**config.mk**
```make
export PLATFORM = sky130hd
export DESIGN_NAME = wo_snoop_cache
export DESIGN_NICKNAME = d
export VERILOG_FILES = /design/src/rtl/wo_snoop_cache.sv
export SDC_FILE = /design/constraint.sdc
export NUM_CORES = 1
export LEC_CHECK = 0
export ABC_CLOCK_PERIOD_IN_PS = 3800
export BUFFER_PORTS_ARGS = -buffer_cell sky130_fd_sc_hd__buf_2
export CAP_MARGIN = 25
export CORE_MARGIN = 2
export CORE_UTILIZATION = 45
export DETAILED_ROUTE_END_ITERATION = 8
export GPL_TIMING_DRIVEN = 1
export PLACE_DENSITY = 0.68
export SLEW_MARGIN = 0
export SYNTH_ARGS = -nofsm -noshare
export SYNTH_HDL_FRONTEND = slang
export SYNTH_SLANG_ARGS = --single-unit
```
**constraint.sdc**
```tcl
create_clock -name clk -period 3.8 [get_ports clk]
set_input_delay 0.38 -clock clk [delete_from_list [all_inputs] [get_ports clk]]
set_output_delay 0.38 -clock clk [all_outputs]
set_load 0.005 [all_outputs]
```
**src/rtl/wo_snoop_cache.sv**
```systemverilog
module wo_snoop_cache #(
  parameter int AW = 8,
  parameter int DW = 16,
  parameter int IW = 2
) (
  input  logic          clk,
  input  logic          rst_n,
  input  logic          cpu_req,
  input  logic          cpu_we,
  input  logic [AW-1:0] cpu_addr,
  input  logic [DW-1:0] cpu_wdata,
  output logic [DW-1:0] cpu_rdata,
  output logic          cpu_done,
  output logic          bus_req,
  input  logic          bus_gnt,
  output logic          bus_valid,
  output logic          bus_we,
  output logic [AW-1:0] bus_addr,
  output logic [DW-1:0] bus_wdata,
  input  logic [DW-1:0] bus_rdata,
  input  logic          snp_valid,
  input  logic          snp_we,
  input  logic [AW-1:0] snp_addr,
  output logic          snp_inhibit,
  output logic [DW-1:0] snp_data
);
  localparam int TW = AW - IW;
  localparam int NS = 1 << IW;

  typedef enum logic [1:0] {L_INV, L_VAL, L_RSV, L_DRT} line_t;
  typedef enum logic [1:0] {F_IDLE, F_WB, F_FILL, F_WT} fsm_t;

  fsm_t            fsm;
  logic [TW-1:0]   tag_c [NS];
  logic [TW-1:0]   tag_s [NS];
  line_t           st_c  [NS];
  line_t           st_s  [NS];
  logic [DW-1:0]   dat   [NS];

  wire [IW-1:0] cidx = cpu_addr[IW-1:0];
  wire [TW-1:0] ctag = cpu_addr[AW-1:IW];
  wire [IW-1:0] sidx = snp_addr[IW-1:0];
  wire [TW-1:0] stag = snp_addr[AW-1:IW];

  line_t c_st, s_st;
  assign c_st = st_c[cidx];
  assign s_st = st_s[sidx];

  wire c_hit  = (c_st != L_INV) && (tag_c[cidx] == ctag);
  wire s_hit  = snp_valid && !bus_gnt && (s_st != L_INV) && (tag_s[sidx] == stag);
  wire clash  = s_hit && (sidx == cidx);
  wire go     = (fsm == F_IDLE) && cpu_req && !cpu_done && !clash;
  wire v_dirty = (c_st == L_DRT);
  wire wt_ok  = c_hit && (c_st == L_VAL);

  assign snp_inhibit = s_hit && !snp_we && (s_st == L_DRT);
  assign snp_data    = dat[sidx];

  assign bus_req   = ((fsm == F_WB) && v_dirty) || (fsm == F_FILL) || ((fsm == F_WT) && wt_ok);
  assign bus_valid = bus_req && bus_gnt;
  assign bus_we    = (fsm != F_FILL);
  assign bus_addr  = (fsm == F_WB) ? {tag_c[cidx], cidx} : cpu_addr;
  assign bus_wdata = (fsm == F_WB) ? dat[cidx] : cpu_wdata;

  always_ff @(posedge clk) begin
    if (!rst_n) begin
      fsm       <= F_IDLE;
      cpu_done  <= 1'b0;
      cpu_rdata <= '0;
      for (int i = 0; i < NS; i++) begin
        st_c[i]  <= L_INV;
        st_s[i]  <= L_INV;
        tag_c[i] <= '0;
        tag_s[i] <= '0;
      end
    end else begin
      cpu_done <= 1'b0;
      case (fsm)
        F_IDLE: if (go) begin
          if (c_hit) begin
            if (!cpu_we) begin
              cpu_rdata <= dat[cidx];
              cpu_done  <= 1'b1;
            end else if (c_st == L_VAL) begin
              fsm <= F_WT;
            end else begin
              dat[cidx]  <= cpu_wdata;
              st_c[cidx] <= L_DRT;
              st_s[cidx] <= L_DRT;
              cpu_done   <= 1'b1;
            end
          end else begin
            fsm <= v_dirty ? F_WB : F_FILL;
          end
        end
        F_WB: begin
          if (!v_dirty) fsm <= F_FILL;
          else if (bus_gnt) begin
            st_c[cidx] <= L_VAL;
            st_s[cidx] <= L_VAL;
            fsm        <= F_FILL;
          end
        end
        F_FILL: if (bus_gnt) begin
          tag_c[cidx] <= ctag;
          tag_s[cidx] <= ctag;
          st_c[cidx]  <= L_VAL;
          st_s[cidx]  <= L_VAL;
          dat[cidx]   <= bus_rdata;
          fsm         <= F_IDLE;
        end
        F_WT: begin
          if (!wt_ok) fsm <= F_IDLE;
          else if (bus_gnt) begin
            dat[cidx]  <= cpu_wdata;
            st_c[cidx] <= L_RSV;
            st_s[cidx] <= L_RSV;
            cpu_done   <= 1'b1;
            fsm        <= F_IDLE;
          end
        end
        default: fsm <= F_IDLE;
      endcase
      if (s_hit) begin
        if (snp_we) begin
          st_c[sidx] <= L_INV;
          st_s[sidx] <= L_INV;
        end else if (s_st == L_RSV || s_st == L_DRT) begin
          st_c[sidx] <= L_VAL;
          st_s[sidx] <= L_VAL;
        end
      end
    end
  end

  AST_INH_READ_ONLY: assert property (@(posedge clk) disable iff (!rst_n)
    snp_inhibit |-> (snp_valid && !snp_we && !bus_gnt));
  AST_INH_CLEARS: assert property (@(posedge clk) disable iff (!rst_n)
    snp_inhibit |=> !(snp_inhibit && snp_addr == $past(snp_addr)));
  AST_INVAL_STICKS: assert property (@(posedge clk) disable iff (!rst_n)
    (snp_valid && snp_we && !bus_gnt) |=> !(snp_inhibit && snp_addr == $past(snp_addr)));
  AST_WT_DONE: assert property (@(posedge clk) disable iff (!rst_n)
    (bus_valid && bus_we && cpu_req && cpu_we && bus_addr == cpu_addr && bus_wdata == cpu_wdata) |=> cpu_done);
  AST_DONE_PULSE: assert property (@(posedge clk) disable iff (!rst_n)
    cpu_done |=> !cpu_done);
  AST_COPY_MATCH: assert property (@(posedge clk) disable iff (!rst_n)
    (st_c[cidx] == st_s[cidx]) && (tag_c[cidx] == tag_s[cidx]));
endmodule

```
# Word-level counts from Yosys, hierarchy flattened

Memories as Yosys holds them, arrays and structs flattened.
Index checks and enable logic that the tools add are counted.

Register bits after elaboration: 19
RAM bits: 128
Input bits: 55
Output and inout port bits: 61
Memories: 5

Equality and inequality tests: 15
Multiplexer cells: 73
Bitwise gates (word level): 11
Reductions and logical operators: 32

Memory list:

| name  | words | width | read ports | clocked after memory_dff | wr ports | line | RTL |
|---|---|---|---|---|---|---|---|
| dat   | 4     | 16    | 2          | 0                        | 1        | 38   | `logic [DW-1:0] dat [NS];` |
| tag_c | 4     | 6     | 1          | 0                        | 4        | 34   | `logic [TW-1:0] tag_c [NS];` |
| tag_s | 4     | 6     | 1          | 0                        | 4        | 35   | `logic [TW-1:0] tag_s [NS];` |
| st_c  | 4     | 2     | 1          | 0                        | 4        | 36   | `line_t st_c [NS];` |
| st_s  | 4     | 2     | 1          | 0                        | 4        | 37   | `line_t st_s [NS];` |

Operators by type and width:

| kind                                                                    | number |
|---|---|
| 2-bit 2-to-1 mux                                                        | 27 |
| 16-bit 2-to-1 mux                                                       | 3 |
| 1-bit 2-to-1 mux                                                        | 38 |
| 1-bit logical AND                                                       | 14 |
| 6-bit == test                                                           | 2 |
| 6-bit 2-to-1 mux                                                        | 2 |
| 6-bit OR reduction                                                      | 2 |
| 2-bit == test, second input constant                                    | 5 |
| 1-bit bitwise OR                                                        | 10 |
| 8-bit 2-to-1 mux                                                        | 1 |
| 2-bit case mux with 4 select lines                                      | 1 |
| 4-bit AND reduction                                                     | 2 |
| 2-bit OR reduction                                                      | 4 |
| 3-bit inequality test, second input constant                            | 2 |
| 2-bit by 1-bit == test with 1-bit output, second input constant         | 2 |
| 1-bit zero test                                                         | 4 |
| 2-bit inequality test, second input constant                            | 2 |
| 2-bit nonzero test                                                      | 2 |
| 1-bit logical OR                                                        | 3 |
| 3-bit by 2-bit inequality test with 1-bit output, second input constant | 1 |
| 2-bit == test                                                           | 1 |
| 2-bit zero test                                                         | 1 |
| 1-bit case mux with 2 select lines                                      | 1 |
| 1-bit NOT                                                               | 1 |

# Depth between registers and ports, before layout

Gate-level depths: netlist of run 1.

Depth in word-level cells: 16
Depth in mapped cells: 10
Depth with buffers taken out: 9

# Worst setup path before layout of run 1

Ideal clock, no wire load.

Path kind: input to register
From: input cpu_addr[1]
To: memory dat[0][0], enable pin
Arrival: 2.690 ns
Required time: 3.412 ns
Slack: 0.721 ns
Stages on the path: 8
Path buffers: 1
Path through: buf_1 > mux4_1 > xor2_1 > nor4_1 > nand2_1 > a21oi_1 > nor2_1 > nor2_1

Word-level cells in the longest chain between the ends: 11
Elaborated cells between the ends (all ways): 24
Classes of those cells: 3 x eq/ne; 11 x mux; 2 x bitwise; 6 x reduce/logical; 2 x memory

Ends and longest elaborated chain:

| item                                     | line   | RTL |
|---|---|---|
| start: declaration                       | 10     | `input logic [AW-1:0] cpu_addr,` |
| memory 4 x 2 bit                         | --     |  |
| 2-bit by 1-bit == test with 1-bit output | 54, 84 |  |
| 1-bit 2-to-1 mux                         | 84     | `end else if (c_st == L_VAL) begin` |
| 1-bit 2-to-1 mux                         | 81     | `if (!cpu_we) begin` |
| 1-bit 2-to-1 mux                         | 80     | `if (c_hit) begin` |
| 1-bit 2-to-1 mux                         | 79     | `F_IDLE: if (go) begin` |
| 1-bit 2-to-1 mux                         | 78     | `case (fsm)` |
| 1-bit 2-to-1 mux                         | 66     | `if (!rst_n) begin` |
| 1-bit 2-to-1 mux (not written as such)   | 87     | `dat[cidx] <= cpu_wdata;` |
| 1-bit bitwise OR (no line) (2 in a row)  | --     |  |
| end: declaration                         | 38     |  |

Parallel ways exist; a longest one is shown, timed or not.

# Worst setup path after layout of run 1

From: memory tag_c[1][4] in the netlist's numbering
To: memory dat[3][13], enable pin

Word-level cells in the longest chain between the ends: 10
Elaborated cells between the ends (all ways): 15
Classes of those cells: 1 x eq/ne; 9 x mux; 2 x bitwise; 2 x reduce/logical; 1 x memory

Ends and longest elaborated chain:

| item                                   | line | RTL |
|---|---|---|
| start: declaration                     | 34   |  |
| memory 4 x 6 bit *                     | --   |  |
| 6-bit == test *                        | 49   | `wire c_hit = (c_st != L_INV) && (tag_c[cidx] == ctag);` |
| 1-bit logical AND *                    | 49   |  |
| 1-bit 2-to-1 mux                       | 80   |  |
| 1-bit 2-to-1 mux                       | 79   |  |
| 1-bit 2-to-1 mux                       | 78   |  |
| 1-bit 2-to-1 mux                       | 66   |  |
| 1-bit 2-to-1 mux (not written as such) | 87   |  |
| 1-bit bitwise OR (no line)             | --   |  |
| 1-bit bitwise OR (no line) *           | --   |  |

Mark *: on every way between the ends. The rest lies on a longest branch, timed or not.

==> run metrics, run 1 <==
GRT Util Overall=between 20% and 30%; Post-Syn Nets=approximately 490; DR vias=roughly 4300; WP data arrival=3.33 ns; Post-synth EDFFs=about 90; Die H=121.0 um; number of gates resized after cts=0; busiest grt layer=met2; sequential share of the synthesized area=a little over half; Yosys Warn Count=0; worst endpoint required time=3.83 ns; VDD IR-drop max=around 0.3 mV; row count=42; # IOs=116; Fmax=roughly 0.3 GHz; setup ws final=approximately 0.50 ns; hold_buf cts=0; CP Class=flop to flop; DIE AREA=approximately 0.015 mm2; Yosys top cell by area=edfxtp_1; Synth area leaders=edfxtp_1 (45%), mux4_2 (16%), dfxtp_1 (7.5%); DRC violations left=0; clock tree buffer depth=2; final net count=about 610; Synth Instances=between 400 and 500; H-tree levels=4; routed length per placed instance=between 20 and 25 um; maximum fanout along the worst path=16; Worst-path clk slew=~0.06 ns; top_reg_cell synth=edfxtp_1; crit path launch=tag_c[1][4]$_SDFFCE_PN0P_; Final Instance Area=~0.0075 mm2; core footprint=0.01330 mm2; Worst R2R Start=tag_c[1][4]$_SDFFCE_PN0P_; P_leak=~2.8 nW; CP Capture Point=dat[3][13]$_DFFE_PP_; Port Buffer Count=~120; Die Wd=121.0 um; maxcap violations=0; top cell type's share of synthesized area=~45%; Period minus WS final=around 3.3 ns; most common cell in the netlist=edfxtp_1; first-pass detailed-route iteration total=4; antenna-violating nets left=0; Root Buffer=clkbuf_16; Max Clock Skew=about 0.008 ns; number of endpoints failing setup at the final stage=0; RSZ-0062 raised after global routing=false; Routed WL=15.42 mm; synthesized area=between 0.006 and 0.007 mm2; status=finished clean; FFs w/ async S/R, synth=0%; worst min-delay path class=input port to flop; Syn-to-layout area delta=22.05%; Clock Latency Late Sink=0.42 ns; clock sink total=115; final RePlAce weighted congestion=approximately 0.96; #FFs+latches synth=115; largest net degree at the start of global routing=37; Mapped Avg Cell Area=14.35 um2; first-pass GRT wire length=24.09 mm; synth unique cells=52; routing usage on met1=~29%; Tcrit/Tclk final=between 80% and 90%; Slew Viols, Final=0; antenna diode count=0; r2r worst-path depth=7; flop-to-flop setup slack=between 0.4 and 0.5 ns; GR Util met2=a little over a third; gr ovfl total=0; DP HPWL=around 11 mm; Slew headroom=between 20 and 30%; Setup Buffers After CTS=0; DRT iter0 DRCs=around 390; DP Worst Slack=between 0.2 and 0.25 ns; Placed Area=0.006968 mm2; setup TNS=0 ns; CTS tree=done; initial antenna violation count=0; met3 Usage GRT=6.156%; share of cells above drive strength 1=45.94%; CP endpoint kind=flop; total CTS buffers=17; Worst-Margin Slew=about 1.1 ns; Fin. Hold Viols=0; CP startpoint kind=flop; Initial Util=a little under half; reg2reg end=dat[3][13]$_DFFE_PP_; vias in the first global route=roughly 4500; pwr dens=~450 mW/mm2; Post-synth top cells=edfxtp_1 (92), mux4_2 (44), mux2_2 (39); drt via density=about 5.8
-- how the worst min path moves through the flow --
stage / to / start / cells past startpoint / slack [ns]
final: dat[0][7]$_DFFE_PP_ / bus_rdata[7] / 2 / 0.32
after CTS: tag_c[3][3]$_DFFE_PP_ / cpu_addr[5] / 3 / 0.30
after global placement: cpu_rdata[3]$_SDFFE_PN0P_ / cpu_rdata[3]$_SDFFE_PN0P_ / 2 / 0.50
after floorplan: st_s[1][1]$_SDFFE_PP0P_ / st_s[1][1]$_SDFFE_PP0P_ / 2 / 0.47
after global routing: dat[0][7]$_DFFE_PP_ / bus_rdata[7] / 2 / 0.32
after detailed placement: cpu_rdata[8]$_SDFFE_PN0P_ / cpu_rdata[8]$_SDFFE_PN0P_ / 2 / 0.50
-- cell type report --
type / count / area, um2
timing repair buffer: 134 / 718.2
inverter: 15 / 56.30
clock inverter: 14 / 116.4
clock buffer: 18 / 429.2
fill: 1056 / 5782
sequential: 115 / 3223
multi-input combinational: 270 / 2750
tap: 176 / 220.2
-- per-layer routing --
layer / share of wire, % / vias up
met3: 8.9 / 38
met4: 2.7 / 0
met5: 0 / -
met1: 41 / 2138
li1: - / 1923
met2: 47 / 218
-- kinds of logic after synthesis --
family	Yosys count	share of synthesized area [%]
multiplexers	103	27.28
AND/OR/NAND/NOR	112	10.53
flip-flops	115	52.36
AO/OA/AOI/OAI	38	4.045
buffers and inverters	44	3.130
XOR/XNOR	13	1.850
adder cells (fa/ha/maj)	4	0.8130
-- per-stage QoR --
| step | cells | hold slack (ns) | util [%] | total power, mW |
|---|---|---|---|---|
| 6_report | 742 | 0.3228 | 56.51 | 3.415 |
| 4_1_cts | 742 | 0.3021 | 56.51 | 3.438 |
| 5_1_grt | 742 | 0.3219 | 56.51 | 3.540 |
| 3_5_place_dp | 710 | 0.5031 | 52.41 | 1.982 |
| 3_3_place_gp | 710 | 0.4964 | 52.41 | 1.970 |
| 2_1_floorplan | 429 | 0.4653 | - | 1.797 |
-- power breakdown --
part / switching, mW / leakage, nW / total, mW / internal (mW)
Sequential: 0.0259 / 1.05 / 1.45 / 1.42
Clock: 0.566 / 0.251 / 1.45 / 0.889
Combinational: 0.284 / 1.50 / 0.510 / 0.226
Total: 0.876 / 2.80 / 3.42 / 2.54
-- flip-flops by register name, indices dropped and copies added (netlist names) --
signal / cells
tag_c: 18
st_s: 6
cpu_rdata: 16
cpu_done: 1
st_c: 2
tag_s: 6
fsm: 2
dat: 64
-- layout by cell type, fill, tap and decap left out, types with 7 or more instances in the layout --
cell type and count:
nor2_1 21, buf_2 115, dfxtp_1 23, a21oi_1 7, mux2_2 39, inv_1 15, mux4_2 44, o22ai_1 10
xor2_1 8, edfxtp_1 92, nor2b_1 17, buf_4 19, nand2_1 22, nand3b_1 7, nand3_1 9, mux2i_1 17
clkbuf_16 17
-- critical path, stage by stage (launching register included) --
cell and delay [ns]:
edfxtp_1 0.41, mux4_1 0.55, xor2_1 0.20, nor4_4 0.36, nand3_1 0.17, nor3_1 0.23, nor2_1 0.17, nor2_2 0.82
Note: power is estimated with default switching activity, not from simulation.
==> run 2: changes to the inputs <==
--- a/config.mk
+++ b/config.mk
@@ -5,6 +5,7 @@
 export SDC_FILE = /design/constraint.sdc
 export NUM_CORES = 1
 export LEC_CHECK = 0
+export ABC_AREA = 1
 export ABC_CLOCK_PERIOD_IN_PS = 3800
 export BUFFER_PORTS_ARGS = -buffer_cell sky130_fd_sc_hd__buf_2
 export CAP_MARGIN = 25
==> run 2 against run 1 <==
Net effect: wire length rose by 15%; die area rose by 3.2%; first-iteration DRC count rose by 38%; setup slack improved by 0.48 ns; clock power rose by 5%; count of clock-buffer cells in the layout rose by 7; area after synthesis rose by 3.3%; flip-flop and latch count did not move; via count rose by 31%; register-to-register slack improved by 0.55 ns; global-route usage rose by 2.0 points.
==> run metrics, run 2 <==
status=finished clean; final RePlAce weighted congestion=0.9224 (-3.9%); Post-synth EDFFs=92 (unchanged); pwr dens=490.5 mW/mm2 (+7.9%); Post-Syn Nets=791 (+62%); Clock Latency Late Sink=0.42 ns (about the same); Synth area leaders=edfxtp_1 (43%), nand2_1 (14%), dfxtp_1 (7.2%); CP Class=input port to flop; DIE AREA=0.01509 mm2 (+3.2%); Root Buffer=clkbuf_16; sequential share of the synthesized area=50.70% (-1.7 points); most frequent cells in the layout=nand2_1 (230), buf_2 (115), edfxtp_1 (92), inv_1 (79), nand3_1 (54); antenna diode count=0 (unchanged); proportion of synthesized area in mux cells=3.425% (-24 points); top_reg_cell synth=edfxtp_1; number of endpoints failing setup at the final stage=0 (unchanged); Yosys Warn Count=0 (unchanged); combinational family with the most area after synthesis=simple AND/OR/NAND/NOR gates; WP data arrival=2.86 ns (-0.47 ns); gr ovfl total=0 (unchanged); DRT iter0 DRCs=532 (+38%); Post-synth top cells=nand2_1 (230), edfxtp_1 (92), inv_1 (79); first-pass detailed-route iteration total=5 (+1); most common cell after layout, fill and taps aside=nand2_1; maximum fanout along the worst path=23 (+7); routed length per placed instance=17.05 um (-18%); row count=43 (+2.4%); largest net degree at the start of global routing=29 (-22%); Setup Buffers After CTS=0 (unchanged); #FFs+latches synth=115 (unchanged); Worst-path clk slew=0.05 ns (about the same); CP startpoint kind=input port; Synth Instances=732 (+71%); Fillers=1256 (+19%); clock tree buffer depth=2 (unchanged); synthesized area=0.006357 mm2 (+3.3%); CTS tree=done; Synth Area in Compound Gates=12.46% (+8.4 points); hold_buf cts=0 (unchanged); GRT Util Overall=24.33% (+2.0 points); Fmax=0.3547 GHz (+17%); CP endpoint kind=flop; Slew headroom=30.98% (+1.5 points); Tcrit/Tclk final=74.19% (-13 points); Die Wd=122.9 um (+1.6%); Worst-Margin Slew=1.025 ns (-0.03173 ns); DRC violations left=0 (unchanged); Fin. Hold Viols=0 (unchanged); XOR/XNOR share of the synthesized area=0.1378% (-1.7 points); Routed WL=17.68 mm (+15%); final net count=903 (+48%); drt via density=5.467 (-6.0%); final core utilization=55.05% (-1.5 points); H-tree levels=4 (unchanged); worst endpoint required time=3.84 ns (about the same); initial antenna violation count=0 (unchanged); total CTS buffers=17 (unchanged); worst min-delay path class=input port to flop; P_leak=3.467 nW (+24%); RSZ-0062 raised after global routing=false; share of cells above drive strength 1=22.29% (-24 points); vias in the first global route=5413 (+21%); Syn-to-layout area delta=19.74%; Slew Viols, Final=0 (unchanged); most common cell in the netlist=nand2_1; biggest regs=dat (64), tag_c (18), cpu_rdata (16); first-pass GRT wire length=27.75 mm (+15%); Mapped Avg Cell Area=8.685 um2 (-39%); largest register by flop count=dat; Port Buffer Count=115 (unchanged); FFs w/ async S/R, synth=0% (unchanged); VDD IR-drop max=0.3085 mV (+3.1%); DP HPWL=12.45 mm (+14%); core footprint=0.01383 mm2 (+4.0%); Initial Util=45.98% (-0.32 points); simple-gate share of the synthesized area=24.37% (+14 points); maxcap violations=0 (unchanged); Max Clock Skew=0.01246 ns (+0.004447 ns); Yosys top cell by area=edfxtp_1; adder-cell area share of the yosys netlist=0.7872% (-0.026 points); number of gates resized after cts=0 (unchanged); max FFs per register=64 (unchanged); Period minus WS final=2.819 ns (-0.4844 ns); Die H=122.9 um (+1.6%); setup TNS=0 ns (unchanged); clock sink total=115 (unchanged); synth unique cells=39 (-25%); top cell type's share of synthesized area=43.46% (-1.4 points); antenna-violating nets left=0 (unchanged); # IOs=116 (unchanged); DR vias=5669 (+31%)
## run 2: path summary, 6_finish.rpt
path	start	end	slack, ns	cells after the start
setup / recovery	cpu_addr[0]	dat[0][9]$_DFFE_PP_	0.98	11
hold / removal	bus_rdata[8]	dat[3][8]$_DFFE_PP_	0.30	2
setup reg to reg	tag_c[0][3]$_SDFFCE_PN0P_	dat[0][9]$_DFFE_PP_	1.05	14
hold reg to reg	cpu_rdata[13]$_SDFFE_PN0P_	cpu_rdata[13]$_SDFFE_PN0P_	0.46	2
## run 2: per-stage QoR
| step | power [mW] | instances | area, um2 | setup slack, ns | hold WS, ns |
|---|---|---|---|---|---|
| floorplan | 1.957 | 732 | 6357 | 1.386 | 0.4449 |
| global placement | 2.240 | 1005 | 7044 | 0.6651 | 0.4493 |
| detailed placement | 2.240 | 1005 | 7044 | 0.5591 | 0.4526 |
| CTS | 3.747 | 1037 | 7612 | 0.9609 | 0.2923 |
| global route | 3.892 | 1037 | 7612 | 0.6788 | 0.2902 |
| finish | 3.734 | 1037 | 7612 | 0.9808 | 0.3017 |
## run 2: final cells by class
cell class | count | area, um2 | share of cell area [%]
clock buffers | 25 | 495.5 | 6.509
clock inverters | 7 | 72.57 | 0.9533
inverters | 88 | 335.3 | 4.405
multi-input cells | 498 | 2618 | 34.39
flip-flops and latches | 115 | 3223 | 42.34
well taps | 180 | 225.2 | 2.959
repair buffers | 124 | 643.1 | 8.448
## run 2: where the power goes
group          internal (mW)  switching (mW)  leakage (nW)
Clock                  0.968           0.548         0.274
Combinational          0.261           0.492          2.14
Sequential              1.43          0.0332          1.05
## run 2: per-layer routing
layer | up-vias | GRT usage, % | share of wire [%]
met1 | 2648 | 31.58 | 42
met3 | 40 | 5.948 | 7.5
met4 | 0 | 8.836 | 2.5
met2 | 254 | 39.54 | 48
li1 | 2727 | - | -
met5 | - | 0 | 0
## run 2: cells by family after synthesis
| logic type | Yosys count |
|---|---|
| xor+xnor | 1 |
| simple gates | 362 |
| buf+inv | 119 |
| mux | 16 |
| fa+ha+maj | 4 |
| flops | 115 |
| compound gates | 115 |
## run 2: worst max-delay path, cell delays in order
cell	delay (ns)
buf_2	0.34
inv_2	0.21
nand3_1	0.11
nand2_1	0.05
nor2_1	0.17
o21ai_1	0.17
nor2_1	0.30
nand2_4	0.12
o311ai_2	0.35
nand2_1	0.10
inv_1	0.56
==> run 3: changes to the inputs <==
--- a/config.mk
+++ b/config.mk
@@ -6,14 +6,14 @@
 export NUM_CORES = 1
 export LEC_CHECK = 0
 export ABC_AREA = 1
-export ABC_CLOCK_PERIOD_IN_PS = 3800
+export ABC_CLOCK_PERIOD_IN_PS = 2330
 export BUFFER_PORTS_ARGS = -buffer_cell sky130_fd_sc_hd__buf_2
 export CAP_MARGIN = 25
 export CORE_MARGIN = 2
 export CORE_UTILIZATION = 45
 export DETAILED_ROUTE_END_ITERATION = 8
 export GPL_TIMING_DRIVEN = 1
-export PLACE_DENSITY = 0.68
+export PLACE_DENSITY = 0.7
 export SLEW_MARGIN = 0
 export SYNTH_ARGS = -nofsm -noshare
 export SYNTH_HDL_FRONTEND = slang
==> constraint.sdc (replaced) <==
create_clock -name clk -period 2.33 [get_ports clk]
set_input_delay 0.233 -clock clk [delete_from_list [all_inputs] [get_ports clk]]
set_output_delay 0.233 -clock clk [all_outputs]
set_load 0.005 [all_outputs]
==> run 3 against run 2 <==
Net effect: sequential share of layout area shrank 3.2 points; global-route usage increased by 1.1 points; register-to-register slack lost 0.94 ns; final cell count rose by 5.4%; clock power up 64%; hold slack lost 0.15 ns; core utilization increased by 4.4 points; wire length rose by 4.5%.
==> run metrics, run 3 (same netlist as run 2, synthesis figures left out) <==
status=finished clean; hold path cells=2 (unchanged); final net count=959 (+6.2%); largest register by flop count=dat; Die H=122.9 um (unchanged); total CTS buffers=17 (unchanged); largest net degree at the start of global routing=29 (unchanged); Slew Viols, Final=0 (unchanged); maxcap violations=0 (unchanged); pwr dens=762.5 mW/mm2 (+55%); sequential group share of total power=38.0% (-1.2 points); sw frac=29.29% (+0.55 points); DIE AREA=0.01509 mm2 (unchanged); number of endpoints failing setup at the final stage=0 (unchanged); internal power=4.436 mW (+67%); NetSw=1.837 mW (+71%); row count=43 (unchanged); initial antenna violation count=0 (unchanged); most frequent cells in the layout=nand2_1 (225), buf_2 (115), edfxtp_1 (92), inv_1 (76), buf_4 (53); Power, Total=6.273 mW (+68%); WP data arrival=1.99 ns (-0.87 ns); flop-to-flop setup slack=0.11 ns (-0.94 ns); Fin. Hold Viols=0 (unchanged); Placed Area=0.007525 mm2 (+6.8%); Clock Latency Late Sink=0.41 ns (about the same); # IOs=116 (unchanged); most common cell after layout, fill and taps aside=nand2_1; maximum fanout along the worst path=2 (-91%); r2r worst-path depth=14 (unchanged); CTS tree=done; Port Buffer Count=115 (unchanged); routed length per placed instance=16.90 um (-0.86%); VDD IR-drop max=0.4416 mV (+43%); drt via density=5.434 (-0.60%); gr ovfl total=0 (unchanged); DP HPWL=13.12 mm (+5.4%); Syn-to-layout area delta=29.40%; clock tree buffer depth=2 (unchanged); core footprint=0.01383 mm2 (unchanged); Worst-Margin Slew=0.5202 ns (-0.5043 ns); Routed WL=18.47 mm (+4.5%); Worst-path clk slew=0.06 ns (about the same); share of cells above drive strength 1=29.24% (+7.0 points); antenna diode count=0 (unchanged); CP startpoint kind=flop; DR vias=5939 (+4.8%); Fmax=0.4490 GHz; P_leak=3.804 nW (+9.7%); Slew headroom=65.28% (+34 points); CP Class=flop to primary output; Die Wd=122.9 um (unchanged); Initial Util=45.98% (unchanged); DRC violations left=0 (unchanged); Root Buffer=clkbuf_16; reg2reg end=dat[3][15]$_DFFE_PP_; final RePlAce weighted congestion=0.9581 (+3.9%); Endpoint, Worst Hold=dat[3][5]$_DFFE_PP_; max FFs per register=64 (unchanged); Final Instance Area=0.008227 mm2 (+8.1%); worst min-delay path class=input port to flop; GRT Util Overall=25.45% (+1.1 points); Period minus WS final=approximately 2.2 ns; Worst R2R Start=tag_s[2][0]$_SDFFCE_PN0P_; RSZ-0062 raised after global routing=true; Max Clock Skew=0.007648 ns (-0.004810 ns); first-pass detailed-route iteration total=8 (+3); final core utilization=59.50% (+4.4 points); clock sink total=115 (unchanged); antenna-violating nets left=0 (unchanged); worst endpoint required time=2.10 ns (-1.74 ns); Comb pwr share=22.2% (+2.0 points); clock share of power=39.7% (-0.9 points); min-delay src=bus_rdata[5]; CP endpoint kind=primary output; H-tree levels=4 (unchanged); Tcrit/Tclk final=a little over nine tenths; vias in the first global route=5636 (+4.1%); DRT iter0 DRCs=403 (-24%); first-pass GRT wire length=28.97 mm (+4.4%); biggest regs=dat (64), tag_c (18), cpu_rdata (16)
-- run 3: repair_timing --
| item | 4_1_cts | 5_1_grt |
|---|---|---|
| endpoints found under the setup margin | 0 | 159 |
| setup buffers | 0 | 2 |
| hold buffers | 0 | 0 |
| resized for setup | 0 | 36 |
-- run 3: cell type report --
type / instances / area [um2]
fill: 1215 / 5600
sequential: 115 / 3223
multi-input combinational: 498 / 2714
timing repair buffer: 180 / 1161
clock buffer: 18 / 429.2
inverter: 88 / 335.3
tap: 180 / 225.2
clock inverter: 14 / 138.9
-- run 3: worst max-delay path, stage by stage, from the launching register on --
cell and delay (ns):
edfxtp_1 0.35, inv_1 0.08, nor2_1 0.05, a21oi_1 0.24
nand2_1 0.08, nand2_1 0.07, nand3_1 0.08, nor2_2 0.15
and2_4 0.16, nand3b_1 0.09, a21oi_1 0.12, buf_2 0.12
-- run 3: worst max path at each step --
stage | cells after the start | from | endpoint
2_1_floorplan | 14 | cpu_addr[0] | dat[0][0]$_DFFE_PP_
3_3_place_gp | 15 | cpu_addr[1] | dat[3][4]$_DFFE_PP_
3_5_place_dp | 15 | cpu_addr[1] | dat[3][2]$_DFFE_PP_
4_1_cts | 14 | tag_c[0][3]$_SDFFCE_PN0P_ | bus_valid
5_1_grt | 15 | tag_c[0][1]$_SDFFCE_PN0P_ | dat[3][15]$_DFFE_PP_
6_report | 11 | tag_c[1][4]$_SDFFCE_PN0P_ | snp_inhibit
-- run 3: power groups by stage --
stage          Sequential [mW]  Combinational (mW)  Clock [mW]
5_1_grt                   2.39                1.55        2.59
2_1_floorplan             2.41               0.785           0
4_1_cts                   2.39                1.35        2.51
3_5_place_dp              2.43                1.34           0
3_3_place_gp              2.43                1.32           0
6_report                  2.39                1.39        2.49
-- run 3: metrics by stage --
step	TNS (ns)	hold slack, ns	setup slack [ns]	instances
floorplan	0	0.4153	0.06336	732
global placement	-12.76	0.4509	-0.1377	1059
finish	0	0.1493	0.1027	1093
CTS	0	0.1430	0.02858	1091
global route	-0.6157	0.1492	-0.04033	1093
detailed placement	-11.13	0.4535	-0.1445	1059
-- run 3: layer usage --
layer | vias to the layer above | track usage [%] | part of all wire (%) | wire length (um)
li1 | 2850 | - | - | -
met1 | 2755 | 32.41 | 41 | 7540
met2 | 280 | 43.20 | 48 | 8945
met3 | 54 | 4.229 | 8.2 | 1522
met4 | 0 | 9.986 | 2.5 | 463
met5 | - | 0 | 0 | 0
